File: src/rtl/gdp_pkg.sv
package gdp_pkg;
  typedef struct packed {
    logic cmd_pos;
    logic cmd_neg;
    logic en_clr_n;
    logic desat;
    logic uv_in;
    logic uv_out;
    logic alive;
  } gdp_pins_t;

  localparam int unsigned PIN_W = $bits(gdp_pins_t);
  localparam gdp_pins_t PIN_RST = '{cmd_pos: 1'b0, cmd_neg: 1'b1, en_clr_n: 1'b0,
                                   desat: 1'b0, uv_in: 1'b1, uv_out: 1'b1, alive: 1'b0};
endpackage

File: src/rtl/gdp_sync.sv
module gdp_sync #(
  parameter int unsigned W = 1,
  parameter logic [W-1:0] INIT = '0
) (
  input  logic         clk,
  input  logic         rst_n,
  input  logic [W-1:0] d,
  output logic [W-1:0] q
);
  logic [W-1:0] s1;
  always_ff @(posedge clk or negedge rst_n) begin
    if (!rst_n) begin
      s1 <= INIT;
      q  <= INIT;
    end else begin
      s1 <= d;
      q  <= s1;
    end
  end
endmodule

File: src/rtl/gdp_glitch.sv
module gdp_glitch #(
  parameter int unsigned N = 4,
  parameter logic INIT = 1'b0
) (
  input  logic clk,
  input  logic rst_n,
  input  logic d,
  output logic q
);
  localparam int unsigned CW = $clog2(N) + 1;
  logic [CW-1:0] cnt;

  always_ff @(posedge clk or negedge rst_n) begin
    if (!rst_n) begin
      q   <= INIT;
      cnt <= '0;
    end else if (d == q) begin
      cnt <= '0;
    end else if (cnt == CW'(N - 1)) begin
      q   <= d;
      cnt <= '0;
    end else begin
      cnt <= cnt + 1'b1;
    end
  end

  a_r2_change_needs_input: assert property (@(posedge clk) disable iff (!rst_n)
    !$stable(q) |-> $past(d) == q);
endmodule

File: src/rtl/gdp_desat.sv
module gdp_desat #(
  parameter int unsigned BLANK = 40,
  parameter int unsigned DFILT = 25
) (
  input  logic clk,
  input  logic rst_n,
  input  logic gate_i,
  input  logic desat_i,
  output logic trip_o
);
  localparam int unsigned BW = $clog2(BLANK + 1);
  localparam int unsigned FW = $clog2(DFILT + 1);
  logic [BW-1:0] bcnt;
  logic [FW-1:0] fcnt;
  logic blank_done, armed;

  assign blank_done = (bcnt == BW'(BLANK));
  assign armed      = gate_i && blank_done && desat_i;
  assign trip_o     = armed && (fcnt == FW'(DFILT - 1));

  always_ff @(posedge clk or negedge rst_n) begin
    if (!rst_n) begin
      bcnt <= '0;
      fcnt <= '0;
    end else begin
      if (!gate_i) bcnt <= '0;
      else if (!blank_done) bcnt <= bcnt + 1'b1;
      if (!armed) fcnt <= '0;
      else if (fcnt != FW'(DFILT - 1)) fcnt <= fcnt + 1'b1;
    end
  end

  a_r3_trip_only_when_on: assert property (@(posedge clk) disable iff (!rst_n)
    trip_o |-> gate_i && $past(gate_i));
endmodule

File: src/rtl/gdp_fault.sv
module gdp_fault #(
  parameter int unsigned RST_MIN = 80
) (
  input  logic clk,
  input  logic rst_n,
  input  logic en_s_i,
  input  logic trip_i,
  output logic fault_o
);
  localparam int unsigned LW = $clog2(RST_MIN + 1);
  logic [LW-1:0] lowcnt;
  logic en_prev, clr;

  assign clr = en_s_i && !en_prev && (lowcnt == LW'(RST_MIN));

  always_ff @(posedge clk or negedge rst_n) begin
    if (!rst_n) begin
      lowcnt  <= '0;
      en_prev <= 1'b1;
      fault_o <= 1'b0;
    end else begin
      en_prev <= en_s_i;
      if (en_s_i) lowcnt <= '0;
      else if (lowcnt != LW'(RST_MIN)) lowcnt <= lowcnt + 1'b1;
      if (trip_i) fault_o <= 1'b1;
      else if (clr) fault_o <= 1'b0;
    end
  end

  a_r4_trip_sets_fault: assert property (@(posedge clk) disable iff (!rst_n)
    trip_i |=> fault_o);
  a_r6_clear_on_release: assert property (@(posedge clk) disable iff (!rst_n)
    $fell(fault_o) |-> $past(en_s_i) && !$past(en_prev));
endmodule

File: src/rtl/gdp_ctrl.sv
module gdp_ctrl
  import gdp_pkg::*;
#(
  parameter int unsigned GLITCH  = 4,
  parameter int unsigned BLANK   = 40,
  parameter int unsigned DFILT   = 25,
  parameter int unsigned RST_MIN = 80,
  parameter int unsigned WDOG    = 200,
  parameter int unsigned UV_DLY  = 8
) (
  input  logic clk,
  input  logic rst_n,
  input  logic cmd_pos_i,
  input  logic cmd_neg_i,
  input  logic en_clr_n_i,
  input  logic desat_i,
  input  logic uv_in_i,
  input  logic uv_out_i,
  input  logic link_alive_i,
  output logic gate_on_o,
  output logic fault_n_o,
  output logic ready_o
);
  localparam int unsigned WW = $clog2(WDOG + 1);

  gdp_pins_t pins, pins_s;
  assign pins = '{cmd_pos: cmd_pos_i, cmd_neg: cmd_neg_i, en_clr_n: en_clr_n_i,
                  desat: desat_i, uv_in: uv_in_i, uv_out: uv_out_i, alive: link_alive_i};

  gdp_sync #(.W(PIN_W), .INIT(PIN_RST)) u_sync (
    .clk(clk), .rst_n(rst_n), .d(pins), .q(pins_s));

  logic [2:0] raw3, filt3;
  localparam logic [2:0] FINIT = {PIN_RST.cmd_pos, PIN_RST.cmd_neg, PIN_RST.en_clr_n};
  assign raw3 = {pins_s.cmd_pos, pins_s.cmd_neg, pins_s.en_clr_n};

  for (genvar i = 0; i < 3; i++) begin : g_flt
    gdp_glitch #(.N(GLITCH), .INIT(FINIT[i])) u_glitch (
      .clk(clk), .rst_n(rst_n), .d(raw3[i]), .q(filt3[i]));
  end

  logic cmd_f, gate_q, trip, fault_q, uv_any, link_ok, alive_prev, ready_q;
  logic [WW-1:0] wcnt;
  logic [UV_DLY-1:0] uvsh;

  assign cmd_f   = filt3[2] && !filt3[1] && filt3[0];
  assign uv_any  = pins_s.uv_in || pins_s.uv_out;
  assign link_ok = (wcnt != WW'(WDOG));

  gdp_desat #(.BLANK(BLANK), .DFILT(DFILT)) u_desat (
    .clk(clk), .rst_n(rst_n), .gate_i(gate_q), .desat_i(pins_s.desat), .trip_o(trip));

  gdp_fault #(.RST_MIN(RST_MIN)) u_fault (
    .clk(clk), .rst_n(rst_n), .en_s_i(pins_s.en_clr_n), .trip_i(trip), .fault_o(fault_q));

  always_ff @(posedge clk or negedge rst_n) begin
    if (!rst_n) begin
      wcnt       <= '0;
      alive_prev <= 1'b0;
      uvsh       <= '1;
      gate_q     <= 1'b0;
      ready_q    <= 1'b0;
    end else begin
      alive_prev <= pins_s.alive;
      if (pins_s.alive && !alive_prev) wcnt <= '0;
      else if (link_ok) wcnt <= wcnt + 1'b1;
      uvsh    <= {uvsh[UV_DLY-2:0], pins_s.uv_out};
      gate_q  <= cmd_f && !uv_any && link_ok && !fault_q && !trip;
      ready_q <= !pins_s.uv_in && !uvsh[UV_DLY-1] && link_ok;
    end
  end

  assign gate_on_o = gate_q;
  assign fault_n_o = !fault_q;
  assign ready_o   = ready_q;

  a_r4_fault_blocks_gate: assert property (@(posedge clk) disable iff (!rst_n)
    fault_q |-> !gate_q);
  a_r7_uv_blocks_gate: assert property (@(posedge clk) disable iff (!rst_n)
    uv_any |=> !gate_q);
  a_r9_link_loss_blocks: assert property (@(posedge clk) disable iff (!rst_n)
    !link_ok |=> !gate_q && !ready_q);
  a_r1_gate_needs_enable: assert property (@(posedge clk) disable iff (!rst_n)
    gate_q |-> $past(filt3[0]));
endmodule

File: config.mk
export PLATFORM = sky130hd
export DESIGN_NAME = gdp_ctrl
export DESIGN_NICKNAME = d
export VERILOG_FILES = /design/src/rtl/gdp_pkg.sv /design/src/rtl/gdp_sync.sv /design/src/rtl/gdp_glitch.sv /design/src/rtl/gdp_desat.sv /design/src/rtl/gdp_fault.sv /design/src/rtl/gdp_ctrl.sv
export SDC_FILE = /design/constraint.sdc
export NUM_CORES = 1
export LEC_CHECK = 0
export CAP_MARGIN = 30
export CORE_MARGIN = 2
export CORE_UTILIZATION = 40
export CTS_CLUSTER_DIAMETER = 200
export CTS_CLUSTER_SIZE = 25
export DETAILED_ROUTE_END_ITERATION = 16
export DONT_BUFFER_PORTS = 1
export PLACE_DENSITY = 0.6
export SLEW_MARGIN = 20
export SYNTH_ARGS = -nofsm -noshare
export SYNTH_HDL_FRONTEND = slang
export SYNTH_HIERARCHICAL = 1
export SYNTH_SLANG_ARGS = --single-unit
File: constraint.sdc
create_clock -name clk -period 3.89 [get_ports clk]
set_input_delay 0.389 -clock clk [delete_from_list [all_inputs] [get_ports clk]]
set_output_delay 0.389 -clock clk [all_outputs]
set_load 0.1 [all_outputs]
# [Word-level counts from Yosys, hierarchy flattened]
# Cells that the tools add are included.
[op_classes] n_reduce_logical=29 n_eq_ne=14 muxes=16 bitwise=3 n_addsub=7
[op_table] op="two-way mux 3 bit" n=6
[op_table] op="two-way mux 8 bit" n=2
[op_table] op="logical AND 1 bit" n=14
[op_table] op="two-way mux 7 bit" n=2
[op_table] op="two-way mux 6 bit" n=2
[op_table] op="two-way mux 5 bit" n=2
[op_table] op="adder 3 x 1 -> 3 bit (second input constant)" n=3
[op_table] op="== test 3 x 2 -> 1 bit (second input constant)" n=3
[op_table] op="adder 8 x 1 -> 8 bit (second input constant)" n=1
[op_table] op="logical NOT 1 bit" n=8
[op_table] op="!= test 8 bit (second input constant)" n=1
[op_table] op="adder 7 x 1 -> 7 bit (second input constant)" n=1
[op_table] op="== test 7 bit (second input constant)" n=1
[op_table] op="!= test 7 bit (second input constant)" n=1
[op_table] op="adder 6 x 1 -> 6 bit (second input constant)" n=1
[op_table] op="== test 6 bit (second input constant)" n=1
[op_table] op="AND reduction 2 bit" n=3
[op_table] op="nonzero test 2 bit" n=3
[op_table] op="adder 5 x 1 -> 5 bit (second input constant)" n=1
[op_table] op="== test 5 bit (second input constant)" n=1
[op_table] op="!= test 5 bit (second input constant)" n=1
[op_table] op="!= test 2 bit (second input constant)" n=2
[op_table] op="== test 1 bit" n=3
[op_table] op="inverter 1 bit" n=3
[op_table] op="2 further kinds" n=3
[word_totals] regBits=65 output_inout_bits=3 in_bits=9 elab_cells=87

# [Logic depth before layout (Yosys ltp)]
[depth] word_depth=7 depth_mapped=8 ltp_nobuf=8

# [Hierarchy]
# Netlist, hierarchy kept.
[modules_own_cells] module="gdp_ctrl" area_each_um2=753.2 seq_area_each_um2=485.5 cells_per_inst=63 n_inst=1
[modules_own_cells] module="gdp_desat" area_each_um2=600.6 seq_area_each_um2=275.3 cells_per_inst=58 n_inst=1
[modules_own_cells] module="gdp_fault" area_each_um2=465.4 seq_area_each_um2=226.5 cells_per_inst=45 n_inst=1
[modules_own_cells] module="gdp_sync" area_each_um2=357.8 seq_area_each_um2=357.8 cells_per_inst=14 n_inst=1
[modules_own_cells] module="gdp_glitch (g_flt[0].u_glitch ...)" area_each_um2=166.4 seq_area_each_um2=100.1 cells_per_inst=11 n_inst=2
[modules_own_cells] module="gdp_glitch (g_flt[1].u_glitch)" area_each_um2=167.7 seq_area_each_um2=101.3 cells_per_inst=11 n_inst=1

# [Worst setup path after synthesis]
# OpenSTA, ideal clock, no wires.
[synth_path] path_kind="reg2reg" from="register gate_q (netlist: gate_on_o)" to="register gate_q (netlist: gate_on_o)" synth_period_minus_slack_ns=1.694 n_path_buf=0 setup_slack_ns=2.196 arrival_ns=1.569 required_time_ns=3.765 setup_ns=0.125 stages_incl_launch_ff=6 path_cell_list="dfrtp_1 -> nand4_4 -> nor2_1 -> nor4b_1 -> nand3_1 -> nor3_1"
[synth_via] elab_chain_len=5
[synth_rtl] item="start: declaration" line="gdp_ctrl.sv:42" source="logic cmd_f, gate_q, trip, fault_q, uv_any, link_ok, alive_prev, ready_q;"
[synth_rtl] item="start signal: assignment" line="gdp_ctrl.sv:68" source="gate_q <= cmd_f && !uv_any && link_ok && !fault_q && !trip;"
[synth_rtl] item="logical AND 1 bit (2 in a row)" line="gdp_desat.sv:18" source="assign armed = gate_i && blank_done && desat_i;"
[synth_rtl] item="logical AND 1 bit" line="gdp_desat.sv:19" source="assign trip_o = armed && (fcnt == FW'(DFILT - 1));"
[synth_rtl] item="named net trip" line="gdp_ctrl.sv:42"
[synth_rtl] item="logical NOT 1 bit" line="gdp_ctrl.sv:68"
[synth_rtl] item="logical AND 1 bit" line="gdp_ctrl.sv:68"
# The timed path passes the listed nets, and every way through them passes these cells.
# A chain may end at the register's enable or synchronous reset.

# [Final worst setup path]
[layout_path] from="register u_fault.fault_o" to="output fault_n_o"
[layout_via] elab_chain_len=1
[layout_rtl] item="start: declaration" line="gdp_fault.sv:8" source="output logic fault_o"
[layout_rtl] item="start signal: assignment" line="gdp_fault.sv:20" source="fault_o <= 1'b0;"
[layout_rtl] item="start signal: assignment" line="gdp_fault.sv:25" source="if (trip_i) fault_o <= 1'b1;"
[layout_rtl] item="start signal: assignment" line="gdp_fault.sv:26" source="else if (clr) fault_o <= 1'b0;"
[layout_rtl] item="logical NOT 1 bit" line="gdp_ctrl.sv:74" source="assign fault_n_o = !fault_q;"
[layout_rtl] item="end: declaration" line="gdp_ctrl.sv:21" source="output logic fault_n_o,"
# No other way between the ends.

==> metrics.md <==
| Metric | Value |
|---|---|
| Run status | finished, final reports clean |
| Weighted congestion at the end of routability-driven global placement | 0.793 |
| Routed length on met2 | 1930 µm |
| Count of final max-slew check failures | 0 |
| Arr. time, crit path | 1370 ps |
| Post-DR wirelength/cell | 13.8 µm |
| Tcrit/Tclk final | 45.2% |
| Worst slew pin tran | 872 ps |
| Longest individual stage delay on the worst path | 640 ps |
| Nets@finish | 244 |
| Type of origin of the critical path | register |
| Required time at the worst-slack endpoint | 3500 ps |
| Buffers plus inverters on the worst setup path | 1 |
| Half-perimeter wire length after detailed placement | 2690 µm |
| Met3 wire length | 184 µm |
| Highest net fanout along the worst path | 2 |
| EDFF count, synth | 0 |
| Clock slew at the register clock pins of the worst setup and hold paths | 70 ps |
| Largest net degree at the start of global routing | 66 |
| Antenna Nets Post-Route | 0 |
| Number of levels in the clock H-tree | 3 |
| Fillcell total | 543 |
| Most common flop cell mapped by yosys | dfrtp_1 |
| Post-synth ARST share | 100% |
| Die Ht | 85.8 µm |
| Number of antenna violations at the first check in global routing | 0 |
| Total power | 1720 µW |
| Clock buffers created by TritonCTS | 9 |
| Worst slack, placed | 2160 ps |
| Overall die area | 0.00736 mm² |
| Number of register bits inferred by synthesis | 65 |
| Antenna cell count | 0 |
| Register Area | 0.00165 mm² |
| Die width | 85.8 µm |
| Cell type group with the largest total delay on the critical path | buffers and inverters |
| TritonCTS clock tree | done |
| Shortest period the worst path allows | 1760 ps |
| Setup repair after global routing missed its margin | no |
| Area of the multi-input gates | 973 µm² |
| Wl on met1 | 2030 µm |
| GRT Residual Overflow | 0 |
| Max VDD drop | 0.000327 V |
| Total power per unit cell area | 562 mW/mm² |
| Post-synthesis instance area | 0.00268 mm² |
| Worst-Skew Late Latency | 340 ps |
| Number of cell rows | 29 |
| Count of endpoints failing hold in the final timing report | 0 |
| Remaining max-slew budget at the tightest pin | 41.9% |
| Number of distinct library cell variants in the gate-level netlist after synthesis | 42 |
| Top cell type's share of synthesized area | 45.8% |
| Port Buffer Count | 0 |
| List of most frequent post-synthesis cells | dfrtp_1, dfstp_2, nand3_1, nor2_1, inv_1 |
| Total length of routed wires | 4220 µm |
| Root buf cell | clkbuf_8 |
| Via density | 5.10 |
| Vias in the first global route | 1,569 |
| Maximum root-to-sink buffer count | 2 |
| Area Overhead vs Synth | 13.9% |
| DRC viols | 0 |
| Core region area | 0.00642 mm² |
| Max stage delay cell, worst path | inv_1 |
| Most common cell in the synthesized netlist | dfrtp_1 |
| Final Worst Setup Slack | 2130 ps |
| Aggregate negative setup slack | 0 ps |
| Post-route clock skew | 7.92 ps |
| Proportion of synthesized chip area in sequential cells | 61.5% |
| Layout cell share with drive strength beyond 1 | 21.8% |
| Total vias in the final route | 1,561 |
| Dominant cells by area after synthesis | dfrtp_1, dfstp_2, ha_1 |
| First-pass GRT wire length | 7420 µm |
| Worst path cell trace | inv_1 |
| Average cell area after synthesis | 12.6 µm² |
| Total of endpoints with negative setup slack in the final report | 0 |
| Synthesis Warnings | 6 |
| Uppermost metal layer occupied by signal nets | met4 |
| F_max | 568 MHz |
| Post-CTS Resized | 0 |
| Number of violations reported at the end of detailed-routing iteration 0 | 97 |
| Kind of critical path | register to output pin |
| Initial Util | 41.7% |
| Net count after synthesis | 233 |
| Kind of path behind the tightest hold check | input port to register |
| Detailed Routing Iterations Pass 1 | 4 |
| GRT Overall Usage | 13.3% |
| Standby leakage power | 0.00130 µW |
| Category of the worst setup path capture point | output pin |
| I/O pin count | 12 |
| Mapped Cells | 213 |
| Max capacitance violation total | 0 |
| Clock sinks | 65 |
| Biggest area consumer among synthesized cells | dfrtp_1 |
-- layout make-up --
| cell class | instances | share of cell area, % |
|---|---|---|
| Clock buffer | 10 | 4.19 |
| Clock inverter | 6 | 3.78 |
| Inverter | 12 | 1.48 |
| Multi-Input combinational cell | 133 | 31.9 |
| Sequential cell | 65 | 54.0 |
| Tap cell | 77 | 3.16 |
| Timing Repair Buffer | 3 | 1.48 |
-- worst paths after layout --
kind                                       from               to  slack (ps)  depth (start not counted)
worst max register to register  u_desat/bcnt[0]        gate_on_o        2150                          8
max in group asynchronous                 rst_n  u_fault/en_prev        2990                          2
worst min register to register     u_sync/s1[4]      u_sync/q[4]         350                          0
worst min-delay path                  cmd_neg_i     u_sync/s1[5]          40                          0
min in group asynchronous                 rst_n  u_desat/bcnt[3]         590                          2
worst max-delay path            u_fault/fault_o        fault_n_o        2130                          1
-- cells in the final DEF, fill, tap and decap left out, types with 2 or more instances in the layout --
master | Yosys | routed
bufinv_16 | 0 | 3
dfstp_2 | 16 | 16
mux2_2 | 3 | 3
mux2i_1 | 2 | 2
xor2_1 | 8 | 8
nand3_1 | 14 | 14
nor3b_1 | 7 | 7
or3_1 | 4 | 4
o41ai_2 | 2 | 2
inv_1 | 12 | 12
o21ai_0 | 5 | 5
o21bai_1 | 2 | 2
nand2_1 | 10 | 10
nor3_1 | 9 | 9
o21ai_1 | 2 | 2
nand4b_1 | 2 | 2
nor2b_4 | 3 | 3
ha_1 | 11 | 11
a21oi_1 | 7 | 7
dfrtp_1 | 49 | 49
nor2_1 | 14 | 14
nor4_1 | 2 | 2
clkbuf_8 | 0 | 9
and2_1 | 2 | 2
xnor2_1 | 7 | 7
-- repair_timing --
item	in CTS	in global routing
endpoints found under the hold margin	65	0
hold buffers	2	0
setup buffers	0	0
-- cells by family (layout without fill, tap and decap cells) --
group	count (synthesis)	in the layout	share of synthesized area [%]
AND/OR/NAND/NOR	82	82	19.3
buffers and inverters	15	31	2.15
XOR/XNOR	15	15	4.91
adder cells (fa/ha/maj)	11	11	5.14
flip-flops	65	65	61.5
multiplexers	5	5	2.01
AO/OA/AOI/OAI	20	20	4.95
-- flip-flops by register name (all words and copies together), names as in the netlist --
signal              cells
alive_prev              1
g_flt.u_glitch/cnt      9
g_flt.u_glitch/q        3
gate_on_o               1
ready_o                 1
u_desat/bcnt            6
u_desat/fcnt            5
u_fault/en_prev         1
u_fault/fault_o         1
u_fault/lowcnt          7
u_sync/q                7
u_sync/s1               7
uvsh                    8
wcnt                    8
-- power breakdown --
group	leakage (µW)	internal, µW	switching, µW
Combinational	0.000374	98.1	97.3
Clock	0.000117	429	265
Sequential	0.000813	758	67.1
-- routing by layer --
metal | up-vias | GRT usage (%)
li1 | 756 | -
met1 | 769 | 17.5
met2 | 27 | 19.0
met3 | 9 | 4.91
met4 | 0 | 7.36
met5 | - | 0
-- per-stage QoR --
stage / hold WS [ps] / utilization (%) / instances / cell area [µm²]
after floorplan: 93.4 / - / 213 / 2680
after global placement: 96.3 / 43.1 / 288 / 2770
after detailed placement: 95.9 / 43.1 / 288 / 2770
after CTS: 21.4 / 47.5 / 306 / 3050
after global routing: 13.0 / 47.5 / 306 / 3050
final: 41.2 / 47.5 / 306 / 3050
Note: power is estimated with default switching activity, not from simulation.
